File: src/rtl/atten_ser_pkg.sv
package atten_ser_pkg;

    localparam int ATT_W  = 5;
    localparam int WORD_W = ATT_W + 1;
    localparam int IDX_W  = $clog2(WORD_W);

    typedef enum logic [2:0] {
        PH_IDLE,
        PH_SETUP,
        PH_HIGH,
        PH_HOLD,
        PH_LATCH
    } phase_e;

    function automatic int cyc_ceil(input int ps, input int per_ps);
        return (ps + per_ps - 1) / per_ps;
    endfunction

    function automatic int imax(input int a, input int b);
        return (a > b) ? a : b;
    endfunction

endpackage

File: src/rtl/atten_phase_timer.sv
module atten_phase_timer #(
    parameter int CNT_W = 4
) (
    input  logic             clk,
    input  logic             rst_n,
    input  logic             load_i,
    input  logic [CNT_W-1:0] load_val_i,
    output logic             zero_o
);

    logic [CNT_W-1:0] cnt_d, cnt_q;

    always_comb begin
        cnt_d = cnt_q;
        if (load_i) begin
            cnt_d = load_val_i;
        end else if (cnt_q != '0) begin
            cnt_d = cnt_q - CNT_W'(1);
        end
    end

    always_ff @(posedge clk or negedge rst_n) begin
        if (!rst_n) begin
            cnt_q <= '0;
        end else begin
            cnt_q <= cnt_d;
        end
    end

    assign zero_o = (cnt_q == '0);

    // a loaded count never jumps upward unless reloaded
    AST_TMR_NO_RISE: assert property (@(posedge clk) disable iff (!rst_n)
        !$past(load_i) && $past(rst_n) |-> cnt_q <= $past(cnt_q))
        else $error("timer count rose without load");

endmodule

File: src/rtl/atten_word_frame.sv
module atten_word_frame
    import atten_ser_pkg::*;
(
    input  logic              clk,
    input  logic              rst_n,
    input  logic              load_i,
    input  logic              shift_i,
    input  logic [ATT_W-1:0]  att_i,
    output logic [WORD_W-1:0] word_o
);

    logic [WORD_W-1:0] word_d, word_q;

    always_comb begin
        word_d = word_q;
        if (load_i) begin
            word_d = {att_i, 1'b0};
        end else if (shift_i) begin
            word_d = {word_q[WORD_W-2:0], 1'b0};
        end
    end

    always_ff @(posedge clk or negedge rst_n) begin
        if (!rst_n) begin
            word_q <= '0;
        end else begin
            word_q <= word_d;
        end
    end

    assign word_o = word_q;

    AST_STOP_BIT_ZERO: assert property (@(posedge clk) disable iff (!rst_n)
        load_i |=> word_q[0] == 1'b0)
        else $error("stop bit not zero after load");

endmodule

File: src/rtl/atten_ser_master.sv
module atten_ser_master
    import atten_ser_pkg::*;
#(
    parameter int SYS_CLK_PS        = 10000,
    parameter int T_SCLK_PERIOD_PS  = 100000,
    parameter int T_SCLK_HIGH_PS    = 30000,
    parameter int T_SCLK_LOW_PS     = 30000,
    parameter int T_DATA_SETUP_PS   = 10000,
    parameter int T_DATA_HOLD_PS    = 10000,
    parameter int T_LATCH_SETUP_PS  = 10000,
    parameter int T_LATCH_WIDTH_PS  = 30000
) (
    input  logic             clk,
    input  logic             rst_n,
    input  logic             start_i,
    input  logic [ATT_W-1:0] atten_i,
    output logic             ser_clk_o,
    output logic             ser_data_o,
    output logic             ser_le_o,
    output logic             busy_o,
    output logic             done_o
);

    localparam int HALF_PS  = (T_SCLK_PERIOD_PS + 1) / 2;
    localparam int HI_CYC   = imax(imax(cyc_ceil(T_SCLK_HIGH_PS, SYS_CLK_PS),
                                        cyc_ceil(HALF_PS, SYS_CLK_PS)), 1);
    localparam int LO_CYC   = imax(imax(cyc_ceil(T_SCLK_LOW_PS, SYS_CLK_PS),
                                        cyc_ceil(HALF_PS, SYS_CLK_PS)), 1);
    localparam int SU_CYC   = imax(cyc_ceil(T_DATA_SETUP_PS, SYS_CLK_PS), 1);
    localparam int HD_CYC   = imax(cyc_ceil(T_DATA_HOLD_PS, SYS_CLK_PS), 1);
    localparam int GAP_CYC  = imax(LO_CYC - HD_CYC, SU_CYC);
    localparam int TAIL_CYC = imax(cyc_ceil(T_LATCH_SETUP_PS, SYS_CLK_PS), HD_CYC);
    localparam int PW_CYC   = imax(cyc_ceil(T_LATCH_WIDTH_PS, SYS_CLK_PS), 1);
    localparam int MAX_CYC  = imax(imax(imax(HI_CYC, GAP_CYC), imax(HD_CYC, TAIL_CYC)), PW_CYC);
    localparam int CNT_W    = $clog2(MAX_CYC + 1);

    typedef struct packed {
        phase_e           ph;
        logic [IDX_W-1:0] bit_idx;
        logic             sclk;
        logic             sdat;
        logic             le;
        logic             busy;
        logic             done;
    } ctl_t;

    localparam ctl_t CTL_RST = '{ph: PH_IDLE, bit_idx: '0, sclk: 1'b0, sdat: 1'b0,
                                 le: 1'b0, busy: 1'b0, done: 1'b0};

    ctl_t ctl_d, ctl_q;

    logic              tmr_load;
    logic [CNT_W-1:0]  tmr_val;
    logic              tmr_zero;
    logic              frm_load;
    logic              frm_shift;
    logic [WORD_W-1:0] frm_word;
    logic              last_bit;

    atten_phase_timer #(.CNT_W(CNT_W)) u_timer (
        .clk        (clk),
        .rst_n      (rst_n),
        .load_i     (tmr_load),
        .load_val_i (tmr_val),
        .zero_o     (tmr_zero)
    );

    atten_word_frame u_frame (
        .clk     (clk),
        .rst_n   (rst_n),
        .load_i  (frm_load),
        .shift_i (frm_shift),
        .att_i   (atten_i),
        .word_o  (frm_word)
    );

    assign last_bit = (ctl_q.bit_idx == IDX_W'(WORD_W - 1));

    always_comb begin
        ctl_d     = ctl_q;
        ctl_d.done = 1'b0;
        tmr_load  = 1'b0;
        tmr_val   = '0;
        frm_load  = 1'b0;
        frm_shift = 1'b0;
        case (ctl_q.ph)
            PH_IDLE: begin
                if (start_i) begin
                    ctl_d.ph      = PH_SETUP;
                    ctl_d.busy    = 1'b1;
                    ctl_d.bit_idx = '0;
                    ctl_d.sdat    = atten_i[ATT_W-1];
                    frm_load      = 1'b1;
                    tmr_load      = 1'b1;
                    tmr_val       = CNT_W'(GAP_CYC - 1);
                end
            end
            PH_SETUP: begin
                if (tmr_zero) begin
                    ctl_d.ph   = PH_HIGH;
                    ctl_d.sclk = 1'b1;
                    tmr_load   = 1'b1;
                    tmr_val    = CNT_W'(HI_CYC - 1);
                end
            end
            PH_HIGH: begin
                if (tmr_zero) begin
                    ctl_d.ph   = PH_HOLD;
                    ctl_d.sclk = 1'b0;
                    tmr_load   = 1'b1;
                    tmr_val    = last_bit ? CNT_W'(TAIL_CYC - 1) : CNT_W'(HD_CYC - 1);
                end
            end
            PH_HOLD: begin
                if (tmr_zero) begin
                    tmr_load = 1'b1;
                    if (last_bit) begin
                        ctl_d.ph = PH_LATCH;
                        ctl_d.le = 1'b1;
                        tmr_val  = CNT_W'(PW_CYC - 1);
                    end else begin
                        ctl_d.ph      = PH_SETUP;
                        ctl_d.bit_idx = ctl_q.bit_idx + IDX_W'(1);
                        ctl_d.sdat    = frm_word[WORD_W-2];
                        frm_shift     = 1'b1;
                        tmr_val       = CNT_W'(GAP_CYC - 1);
                    end
                end
            end
            PH_LATCH: begin
                if (tmr_zero) begin
                    ctl_d.ph   = PH_IDLE;
                    ctl_d.le   = 1'b0;
                    ctl_d.sdat = 1'b0;
                    ctl_d.busy = 1'b0;
                    ctl_d.done = 1'b1;
                end
            end
            default: begin
                ctl_d = CTL_RST;
            end
        endcase
    end

    always_ff @(posedge clk or negedge rst_n) begin
        if (!rst_n) begin
            ctl_q <= CTL_RST;
        end else begin
            ctl_q <= ctl_d;
        end
    end

    assign ser_clk_o  = ctl_q.sclk;
    assign ser_data_o = ctl_q.sdat;
    assign ser_le_o   = ctl_q.le;
    assign busy_o     = ctl_q.busy;
    assign done_o     = ctl_q.done;

    AST_LE_SCLK_EXCL: assert property (@(posedge clk) disable iff (!rst_n)
        !(ctl_q.le && ctl_q.sclk))
        else $error("latch strobe high with serial clock high");

    AST_DATA_STABLE_RISE: assert property (@(posedge clk) disable iff (!rst_n)
        $rose(ctl_q.sclk) |-> $stable(ctl_q.sdat))
        else $error("data moved at rising edge");

    AST_DATA_STABLE_FALL: assert property (@(posedge clk) disable iff (!rst_n)
        $fell(ctl_q.sclk) |-> $stable(ctl_q.sdat))
        else $error("data moved at falling edge");

    AST_DONE_SINGLE: assert property (@(posedge clk) disable iff (!rst_n)
        ctl_q.done |=> !ctl_q.done)
        else $error("done wider than one cycle");

    AST_DONE_AT_LE_FALL: assert property (@(posedge clk) disable iff (!rst_n)
        ctl_q.done |-> $fell(ctl_q.le) && !ctl_q.busy)
        else $error("done not aligned with latch strobe fall");

    AST_IDLE_QUIET: assert property (@(posedge clk) disable iff (!rst_n)
        !ctl_q.busy |-> !ctl_q.sclk && !ctl_q.sdat)
        else $error("serial lines active while idle");

    AST_BUSY_FROM_START: assert property (@(posedge clk) disable iff (!rst_n)
        $rose(ctl_q.busy) |-> $past(start_i))
        else $error("busy rose without start");

endmodule

File: config.mk
export PLATFORM = sky130hd
export DESIGN_NAME = atten_ser_master
export DESIGN_NICKNAME = d
export VERILOG_FILES = /design/src/rtl/atten_ser_pkg.sv /design/src/rtl/atten_phase_timer.sv /design/src/rtl/atten_word_frame.sv /design/src/rtl/atten_ser_master.sv
export SDC_FILE = /design/constraint.sdc
export NUM_CORES = 1
export LEC_CHECK = 0
export BUFFER_PORTS_ARGS = -buffer_cell sky130_fd_sc_hd__buf_2
export CAP_MARGIN = 20
export CORE_UTILIZATION = 55
export CTS_CLUSTER_DIAMETER = 50
export DETAILED_ROUTE_END_ITERATION = 10
export PLACE_DENSITY = 0.77
export SKIP_LAST_GASP = 1
export SYNTH_ARGS = -nofsm -noshare
export SYNTH_HDL_FRONTEND = slang
export SYNTH_SLANG_ARGS = --single-unit
export TNS_END_PERCENT = 1
File: constraint.sdc
create_clock -name clk -period 1.9 [get_ports clk]
set_input_delay 0.19 -clock clk [delete_from_list [all_inputs] [get_ports clk]]
set_output_delay 0.19 -clock clk [all_outputs]
set_load 0.005 [all_outputs]
-- Word-level counts from Yosys, hierarchy flattened
Cells that the tools add are included.
- register bits after elaboration: 19
- bits of input ports: 8
- word-level logic and storage cells: 82
- add/sub/neg operators: 2
- eq/ne operators: 12
- multiplexer cells: 38
- bitwise operators: 5
- reduce and logical (&&, ||, !) cells: 16
- operators with widths (operator ; count):
    3-bit 2-to-1 mux ; 8
    3-bit one-hot mux with 3 select lines ; 2
    3-bit one-hot mux with 5 select lines ; 1
    1-bit 2-to-1 mux ; 14
    2-bit inequality test, second input constant ; 7
    6-bit 2-to-1 mux ; 2
    3-bit OR reduction ; 4
    5-bit 2-to-1 mux ; 2
    5-bit AND reduction ; 2
    1-bit one-hot mux with 3 select lines ; 3
    4-bit AND reduction ; 2
    3-bit by 2-bit equality test with 1-bit output, second input constant ; 2
    3-bit equality test, second input constant ; 2
    3-bit logical NOT ; 2
    2-bit 2-to-1 mux ; 3
    3-bit AND reduction ; 2
    1-bit NOT ; 5
    4-bit 2-to-1 mux ; 1
    1-bit one-hot mux with 4 select lines ; 1
    2-bit nonzero test ; 2
    3-bit by 1-bit adder with 3-bit output, second input constant ; 1
    3-bit by 1-bit equality test with 1-bit output, second input constant ; 1
    3-bit nonzero test ; 1
    3-bit by 1-bit subtractor with 3-bit output, second input constant ; 1
    2 further kinds ; 2

-- Longest topological paths before layout
Gate-level depths: netlist of the first run.
- depth after elaboration: 6
- mapped depth: 7
- gate-level depth less buffers: 6

-- Modules after synthesis
Synthesis of the first run repeated with hierarchy kept, for this count alone.
- cells, all modules: 117
- area total of the unflattened synthesis: 1088.5 um^2
- by module, submodules not included (module ; instances ; cells an instance ; area an instance (um^2) ; seq. area each (um^2)):
    atten_ser_master ; 1 ; 72 ; 635.6 ; 275.3
    atten_word_frame ; 1 ; 24 ; 252.7 ; 125.1
    atten_phase_timer ; 1 ; 21 ; 200.2 ; 75.1

-- Least setup slack after synthesis of the first run
Ideal clock, no wire load.
- path kind: register to register
- start point: register u_timer.cnt_q[0]
- end point: register u_frame.word_q[2], in the netlist u_frame.word_o[2]
- setup time: 131 ps
- arrival time: 1399 ps
- required time: 1769 ps
- path slack: 370 ps
- stages on the path, launching flop included: 8
- buffers on the path: 1
- period minus slack after synthesis: 1530 ps
- cells stage by stage: dfrtp_1 inv_1 ha_1 and4b_1 and3_1 buf_4 mux2i_1 a21oi_1
- cells in the longest elaborated chain, start to end: 4
- ends and longest elaborated chain (what ; line ; RTL):
    start: declaration ; atten_phase_timer.sv:11 ; logic [CNT_W-1:0] cnt_d, cnt_q;
    start signal: assignment ; atten_phase_timer.sv:26 ; cnt_q <= cnt_d;
    3-bit logical NOT ; atten_phase_timer.sv:30 ; assign zero_o = (cnt_q == '0);
    1-bit 2-to-1 mux ; atten_ser_master.sv:115 ; if (tmr_zero) begin
    1-bit 2-to-1 mux ; atten_ser_master.sv:86 ; case (ctl_q.ph)
    2-bit nonzero test (no source line) ; - ;
    end signal: assignment ; atten_word_frame.sv:27 ; word_q <= word_d;
    end: declaration ; atten_word_frame.sv:12 ; logic [WORD_W-1:0] word_d, word_q;
Every way passes these cells.
A chain may end at the register's enable or synchronous reset.

-- Final worst setup path of the first run
Same ends and word-level chain as after synthesis.

==> results.cfg, run 1 <==
[run_status]
outcome = finished, final reports clean

[synthesis]
ys_types = 33
synth_top_family_by_area = compound AO/OA/AOI/OAI gates
synth.most_common_cell = dfrtp_1
synthTopCellsByCount = dfrtp_1, nand2_1, nor2_1, a21oi_1, o21ai_0
syn_nets = 115
yosysSeqAreaShare_pct = 45.98
syn_area_um2 = 979.7
synth_edf_count = 0
synth_top_area_share_pct = 45.98
synth_compound_area_share_pct = 19.16
syn_area_per_cell_um2 = 9.512
synth_simple_gate_area_share_pct = 18.39
netlist_instances = 103
ys_top_cells_by_area = dfrtp_1, ha_1, mux2i_1, nand2_1, nor2_1
synth_xor_area_share_pct = 0.8940
synth.ff_latch_count = 18
yosys.area.top_type = dfrtp_1
synthAdderAreaFrac_pct = 5.109
synth_ff_type = dfrtp_1
synth_mux_area_share_pct = 5.109
ys_async_sr_fraction_pct = 100.0
yosysWarnings = 0

[worst_hold_path]
hp-class = in2reg
whs_path_depth = 3

[sta]
fin_crit_ns = 1.725
final_max_slew_viol_count = 0
max_freq_mhz = 579.7
fin_tns_setup_ns = 0
tightest_slew_ns = 0.4684
grt_setup_unrepaired = no
skew_ns = 0.001971
finalSetupViolCount = 0
hold_ws_ns = 0.1206
min_period_over_period_pct = 90.80
slew_headroom_pct = 68.69
hold_viol = 0

[finish]
drive_above_1_share_pct = 18.10
fin_util_pct = 68.97
areaGrowthSynthToFinish_pct = 10.98
fin_cells = 132
insertedDiodeCount = 0
nets = 129

[pwr]
clkPwrFrac_pct = 15.1
ir_worst_vdd_v = 0.0009389
p_switching_uw = 597.8
p_leak_uw = 0.0004876
power-per-cell-area_nw_per_um2 = 1422
combPwrFrac_pct = 42.3
power_uw = 1546
pwr-share-seq_pct = 42.6
swShare_pct = 38.67
p_int_uw = 948.3

[clock_network]
cts_buffers = 3
cts_resized = 0
cts_hold_buf = 1
post_cts_buffers = 0
h-tree-depth = 1
clock_sinks = 18
clk_pin_slew_ns = 0.10
clkLatencyLatePin_ns = 0.29
ctsRootBufferMaster = clkbuf_4
clockBufferDepth = 2
cts_tree = done

[floorplanning]
rows = 14
core_area_um2 = 1577
die_h_um = 44.21
pin_count = 13
fp.dieArea_um2 = 1954
die_x_um = 44.21
start_util_pct = 62.14

[drt]
viasPerCell = 6.189
drc = 0
firstDrtPassIters = 6
vias = 817
drtIter0Drc = 29
post_drt_wl_per_cell_um = 13.86
final_antenna_net_count = 0
drt-total-wl_um = 1829

[critical_path]
critPathCaptureType = register
worst_ep_arrival_time_ns = 1.90
r2r_cells = 6
path_max_fanout = 5
criticalPathCategory = reg2reg
r2r_slack_ns = 0.17
worstPathRequired_ns = 2.07
setup.worst_path.start_class = register

[flow_run]
drv_cap = 0

[global_routing]
antenna_found_initial = 0
grt_pass1_vias = 746
globalRouteOverflowTotal = 0
grt_pass1_wl_um = 3125
grt.total_usage_pct = 21.93
grt_start_max_net_pins = 19

[placed_design]
hpwl_um = 1350
place_congestion = 0.8200
dp.cells = 127
io_buffers = 12
-- power groups by stage --
stage / combinational (µW) / sequential [µW] / clock [µW]
after CTS: 659 / 655 / 239
final: 655 / 659 / 233
after floorplan: 590 / 598 / 0
after global routing: 748 / 673 / 258
after global placement: 635 / 659 / 0
after detailed placement: 655 / 663 / 0
-- per-layer routing --
metal  vias to the layer above  global-route usage, %  wire [µm]
li1                        400                      -          -
met1                       390                  28.57        874
met2                        23                  35.29        847
met3                         4                  5.306         77
met4                         0                  8.485         29
met5                         -                      0          0
-- per-stage QoR --
step	area, µm²	worst slack, ns
2_1_floorplan	979.7	0.3697
3_3_place_gp	1041	0.2494
3_5_place_dp	1041	0.1911
4_1_cts	1087	0.1632
5_1_grt	1087	0.02367
6_report	1087	0.1749
-- sequential cells by signal (all words and copies together) (netlist names) --
signal	count
ctl_q	6
u_frame.word_o	4
busy_o	1
u_timer.cnt_q	3
done_o	1
ser_data_o	1
ser_clk_o	1
ser_le_o	1
-- layout make-up --
cell class | instances | area (µm²)
repair buffers | 15 | 85.08
clock buffers | 4 | 36.28
flip-flops and latches | 18 | 450.4
well taps | 16 | 20.02
multi-input cells | 74 | 476.7
fillers | 129 | 489.2
inverters | 5 | 18.77
-- logic make-up after synthesis --
logic type,after synthesis
multiplexers,5
AO/OA/AOI/OAI,29
buffers and inverters,11
AND/OR/NAND/NOR,35
XOR/XNOR,1
flip-flops,18
adder cells (fa/ha/maj),4
-- worst max-delay path, stage by stage, from the launching register on --
cell and delay (ns):
dfrtp_1 0.39, inv_1 0.09, ha_1 0.22, and4b_1 0.27, and3_1 0.32, mux2i_1 0.23
a21oi_1 0.08
-- path summary, 6_finish.rpt --
check	startpoint	endpoint
hold / removal	atten_i[0]	u_frame.word_o[1]
setup / recovery	u_timer.cnt_q[0]	u_frame.word_o[2]
setup reg to reg	u_timer.cnt_q[0]	u_frame.word_o[2]
max in group asynchronous	rst_n	u_frame.word_o[3]
min in group asynchronous	rst_n	ctl_q[8]
hold reg to reg	u_timer.cnt_q[1]	u_timer.cnt_q[1]
-- layout by cell type (no fill, tap or decap), types with 2 or more instances in the layout --
cell type  instances
a2bb2oi_1          2
o22ai_1            2
dfrtp_1           18
o21ai_1            3
clkbuf_4           3
buf_4              2
nand3_1            5
inv_1              5
a21oi_1            6
nor2_1            10
o21ai_0            6
ha_1               4
mux2i_1            5
buf_2             12
nand2_1           11
a21o_1             2
No activity file was read; power rests on OpenSTA's default activity.
==> run 2: changes to the inputs <==
CORE_UTILIZATION = 58   (was 55)
CTS_BUF_LIST = sky130_fd_sc_hd__clkbuf_4 sky130_fd_sc_hd__clkbuf_8   (was not set)
PLACE_DENSITY = 0.8   (was 0.77)
==> results.cfg, run 2 (same netlist as run 1, synthesis figures left out) <==
[run_status]
outcome = finished, final reports clean

[floorplanning]
die_x_um = 43.10
pin_count = 13
core_area_um2 = 1541
rows = 14
fp.dieArea_um2 = 1858
die_h_um = 43.10
start_util_pct = 63.56

[finish]
insertedDiodeCount = 0
top_register = ctl_q
fin_cells = 131
layout_commonest_cell = dfrtp_1
num-fill-cells = 133
largest_register_ffs = 6
areaGrowthSynthToFinish_pct = 9.579
drive_above_1_share_pct = 17.39
mostFrequentLayoutCells = dfrtp_1, buf_2, nand2_1
nets = 129
fin_util_pct = 69.64

[pwr]
clkPwrFrac_pct = 12.2
power_uw = 1510
power-per-cell-area_nw_per_um2 = 1407
ir_worst_vdd_v = 0.0008370
p_switching_uw = 604.4
p_leak_uw = 0.0004805
swShare_pct = 40.02
pwr-share-seq_pct = 43.8
combPwrFrac_pct = 44.0
p_int_uw = 905.8

[critical_path]
critPathBufInv = 1
worst_ep_arrival_time_ns = 1.88
worstPathCellList = inv_1 -> ha_1 -> and4b_1 -> and3_1 -> mux2i_1 -> a21oi_1
crit_path_top_delay_cell = dfrtp_1
slowest_delay_ns = 0.40
setup.worst_path.start_class = register
path_max_fanout = 5
criticalPathCategory = reg2reg
worstPathRequired_ns = 2.07
cp_top_family = simple AND/OR/NAND/NOR gates
critPathCaptureType = register

[placed_design]
hpwl_um = 1407
io_buffers = 12
dp.cells = 127
place_congestion = 0.8793

[drt]
viasPerCell = 5.924
drt-total-wl_um = 1870
post_drt_wl_per_cell_um = 14.27
drc = 0
final_antenna_net_count = 0
firstDrtPassIters = 4
drtIter0Drc = 31
vias = 776

[sta]
final_max_slew_viol_count = 0
hold_viol = 0
finalSetupViolCount = 0
fin_tns_setup_ns = 0
min_period_over_period_pct = 90.31
skew_ns = 0.0009094
slew_headroom_pct = 68.21
hold_ws_ns = 0.1100
grt_setup_unrepaired = no
fin_crit_ns = 1.716
max_freq_mhz = 582.8
tightest_slew_ns = 0.4756

[clock_network]
cts_hold_buf = 1
ctsRootBufferMaster = clkbuf_4
cts_resized = 0
post_cts_buffers = 0
clkLatencyLatePin_ns = 0.28
clk_pin_slew_ns = 0.10
cts_tree = done
clock_sinks = 18
cts_buffers = 3
clockBufferDepth = 2
h-tree-depth = 1

[global_routing]
globalRouteOverflowTotal = 0
grt_pass1_wl_um = 3201
grt_pass1_vias = 730
grt.total_usage_pct = 23.00
antenna_found_initial = 0
grt_start_max_net_pins = 19

[worst_hold_path]
hp-class = in2reg

[flow_run]
drv_cap = 0
## run 2: cell types whose count changed in the layout (fill, tap and decap cells not counted), sizes merged
cell    delta
clkbuf     -1
## run 2: through the flow
stage          cell area, µm²  setup slack, ns
2_1_floorplan           979.7           0.3697
3_3_place_gp             1041           0.2651
3_5_place_dp             1041           0.2011
4_1_cts                  1074           0.1797
5_1_grt                  1074          0.04182
6_report                 1074           0.1840
## run 2: power by group through the flow
| stage | Sequential, µW | Combinational [µW] | Clock, µW |
|---|---|---|---|
| after floorplan | 598 | 590 | 0 |
| after global placement | 662 | 627 | 0 |
| after detailed placement | 667 | 664 | 0 |
| after CTS | 660 | 665 | 189 |
| after global routing | 682 | 743 | 197 |
| final | 662 | 664 | 184 |
## run 2: path summary, 6_finish.rpt
path / cells past startpoint / end / start / slack, ns
min in group asynchronous: 2 / busy_o / rst_n / 0.35
worst max register to register: 6 / u_frame.word_o[2] / u_timer.cnt_q[0] / 0.18
worst min register to register: 1 / u_timer.cnt_q[1] / u_timer.cnt_q[1] / 0.51
worst min-delay path: 3 / u_frame.word_o[1] / atten_i[0] / 0.11
worst max-delay path: 6 / u_frame.word_o[2] / u_timer.cnt_q[0] / 0.18
max in group asynchronous: 2 / u_frame.word_o[1] / rst_n / 1.27
## run 2: final cells by class
type	instances	area (µm²)	area share (%)
Multi-Input combinational cell	74	476.7	44.41
Sequential cell	18	450.4	41.96
Timing Repair Buffer	15	85.08	7.925
Clock buffer	3	22.52	2.098
Tap cell	16	20.02	1.865
Inverter	5	18.77	1.748
## run 2: routing by layer
layer,part of all wire [%],global-route usage [%],wire length [µm]
met3,2.7,3.830,51
met1,50,31.30,938
met5,0,0,0
met4,0.80,9.697,15
met2,46,36.12,864
## run 2: worst min-delay path, delay by kind of cell
kind	cells	cell delay [ns]
buffers and inverters	1	0.07
AO/OA/AOI/OAI	1	0.06
AND/OR/NAND/NOR	1	0.04
==> run 3: changes to the inputs <==
CORE_UTILIZATION = 60   (was 58)
PLACE_DENSITY = 0.83   (was 0.8)
clock period = 2.11 ns   (was 1.9 ns; I/O delays follow)
==> results.cfg, run 3 (same netlist as run 1, synthesis figures left out) <==
[run_status]
outcome = finished, final reports clean

[global_routing]
grt.total_usage_pct = 25.27
grt_pass1_wl_um = 3374
antenna_found_initial = 0
globalRouteOverflowTotal = 0
grt_start_max_net_pins = 19
grt_pass1_vias = 755

[sta]
skew_ns = 0.002460
fin_tns_setup_ns = 0
finalSetupViolCount = 0
final_max_slew_viol_count = 0
grt_setup_unrepaired = no
hold_viol = 0
fin_crit_ns = 1.713
max_freq_mhz = 583.8
slew_headroom_pct = 72.32
tightest_slew_ns = 0.4142
min_period_over_period_pct = 81.18
hold_ws_ns = 0.1539

[pwr]
p_leak_uw = 0.0004823
ir_worst_vdd_v = 0.0007531
clkPwrFrac_pct = 15.3
combPwrFrac_pct = 42.0
power_uw = 1404
swShare_pct = 39.52
p_int_uw = 849.3
p_switching_uw = 555.0
pwr-share-seq_pct = 42.7
power-per-cell-area_nw_per_um2 = 1300

[clock_network]
clock_sinks = 18
clockBufferDepth = 2
clk_pin_slew_ns = 0.10
h-tree-depth = 1
cts_hold_buf = 1
ctsRootBufferMaster = clkbuf_4
clkLatencyLatePin_ns = 0.30
cts_buffers = 3
post_cts_buffers = 0
cts_tree = done
cts_resized = 0

[floorplanning]
core_area_um2 = 1524
rows = 14
pin_count = 13
die_x_um = 42.41
start_util_pct = 64.29
die_h_um = 42.41
fp.dieArea_um2 = 1799

[finish]
num-fill-cells = 124
drive_above_1_share_pct = 17.39
insertedDiodeCount = 0
nets = 128
layout_commonest_cell = dfrtp_1
top_register = ctl_q
largest_register_ffs = 6
mostFrequentLayoutCells = dfrtp_1, buf_2, nand2_1
areaGrowthSynthToFinish_pct = 10.22
post-route-cell-area_um2 = 1080

[critical_path]
rr_endpoint = u_frame.word_o[3]
r2r_cells = 6
r2r_slack_ns = 0.40
worstPathRequired_ns = 2.30
path_max_fanout = 5
worst_ep_arrival_time_ns = 1.90
setup.worst_path.start_class = register
regToRegStartpoint = u_timer.cnt_q[0]
critPathCaptureType = register
criticalPathCategory = reg2reg

[drt]
firstDrtPassIters = 4
viasPerCell = 6.198
final_antenna_net_count = 0
drtIter0Drc = 17
drc = 0
vias = 812
post_drt_wl_per_cell_um = 14.63
drt-total-wl_um = 1916

[placed_design]
placed_cell_area_um2 = 1033
io_buffers = 12
hpwl_um = 1410
place_congestion = 0.8819

[worst_hold_path]
min_to = u_frame.word_o[1]
whs_path_depth = 3
hp-class = in2reg
hold_start = atten_i[0]

[flow_run]
drv_cap = 0
-- run 3: changes by cell type in the layout (fill, tap and decap cells not counted) --
cell and change:
clkbuf_8 +1, buf_4 -1
-- run 3: layer usage --
layer / vias up / global-route usage, % / share of wire, % / wire (µm)
met5: - / 0 / 0 / 0
met4: 0 / 14.37 / 1.9 / 36
met3: 5 / 4.741 / 5.7 / 109
met2: 29 / 37.85 / 48 / 923
met1: 389 / 34.17 / 44 / 847
li1: 389 / - / - / -
-- run 3: critical path: stages (launching register included) --
cell and delay [ns]:
dfrtp_1 0.40, inv_1 0.10, ha_1 0.23, and4b_1 0.27
and3_1 0.32, mux2i_1 0.21, a21oi_1 0.08
-- run 3: through the flow --
stage | instances | setup slack, ns | utilization [%]
4_1_cts | 131 | 0.4050 | 70.85
3_3_place_gp | 126 | 0.4502 | 67.82
2_1_floorplan | 103 | 0.5797 | -
3_5_place_dp | 126 | 0.4206 | 67.82
5_1_grt | 131 | 0.2515 | 70.85
6_report | 131 | 0.3971 | 70.85
-- run 3: worst max-delay path by stage --
stage | start | end | slack, ns | depth (start not counted)
after floorplan | u_timer.cnt_q[0] | u_frame.word_o[2] | 0.58 | 7
after global placement | u_timer.cnt_q[0] | u_frame.word_o[2] | 0.45 | 6
after CTS | u_timer.cnt_q[0] | u_timer.cnt_q[1] | 0.41 | 6
after global routing | u_timer.cnt_q[0] | u_timer.cnt_q[1] | 0.25 | 6
after detailed placement | u_timer.cnt_q[0] | u_frame.word_o[3] | 0.42 | 6
final | u_timer.cnt_q[0] | u_frame.word_o[3] | 0.40 | 6
-- run 3: power by group through the flow --
stage | Clock [µW] | Combinational (µW) | Sequential (µW)
floorplan | 0 | 531 | 539
global placement | 0 | 555 | 593
detailed placement | 0 | 585 | 604
CTS | 222 | 589 | 595
global route | 231 | 673 | 617
finish | 215 | 589 | 600
-- run 3: layout make-up --
cell class | instances | area (µm²) | area share [%]
Tap cell | 16 | 20.02 | 1.854
Inverter | 5 | 18.77 | 1.738
Sequential cell | 18 | 450.4 | 41.71
Multi-Input combinational cell | 74 | 476.7 | 44.15
Timing Repair Buffer | 14 | 77.57 | 7.184
Clock buffer | 4 | 36.28 | 3.360
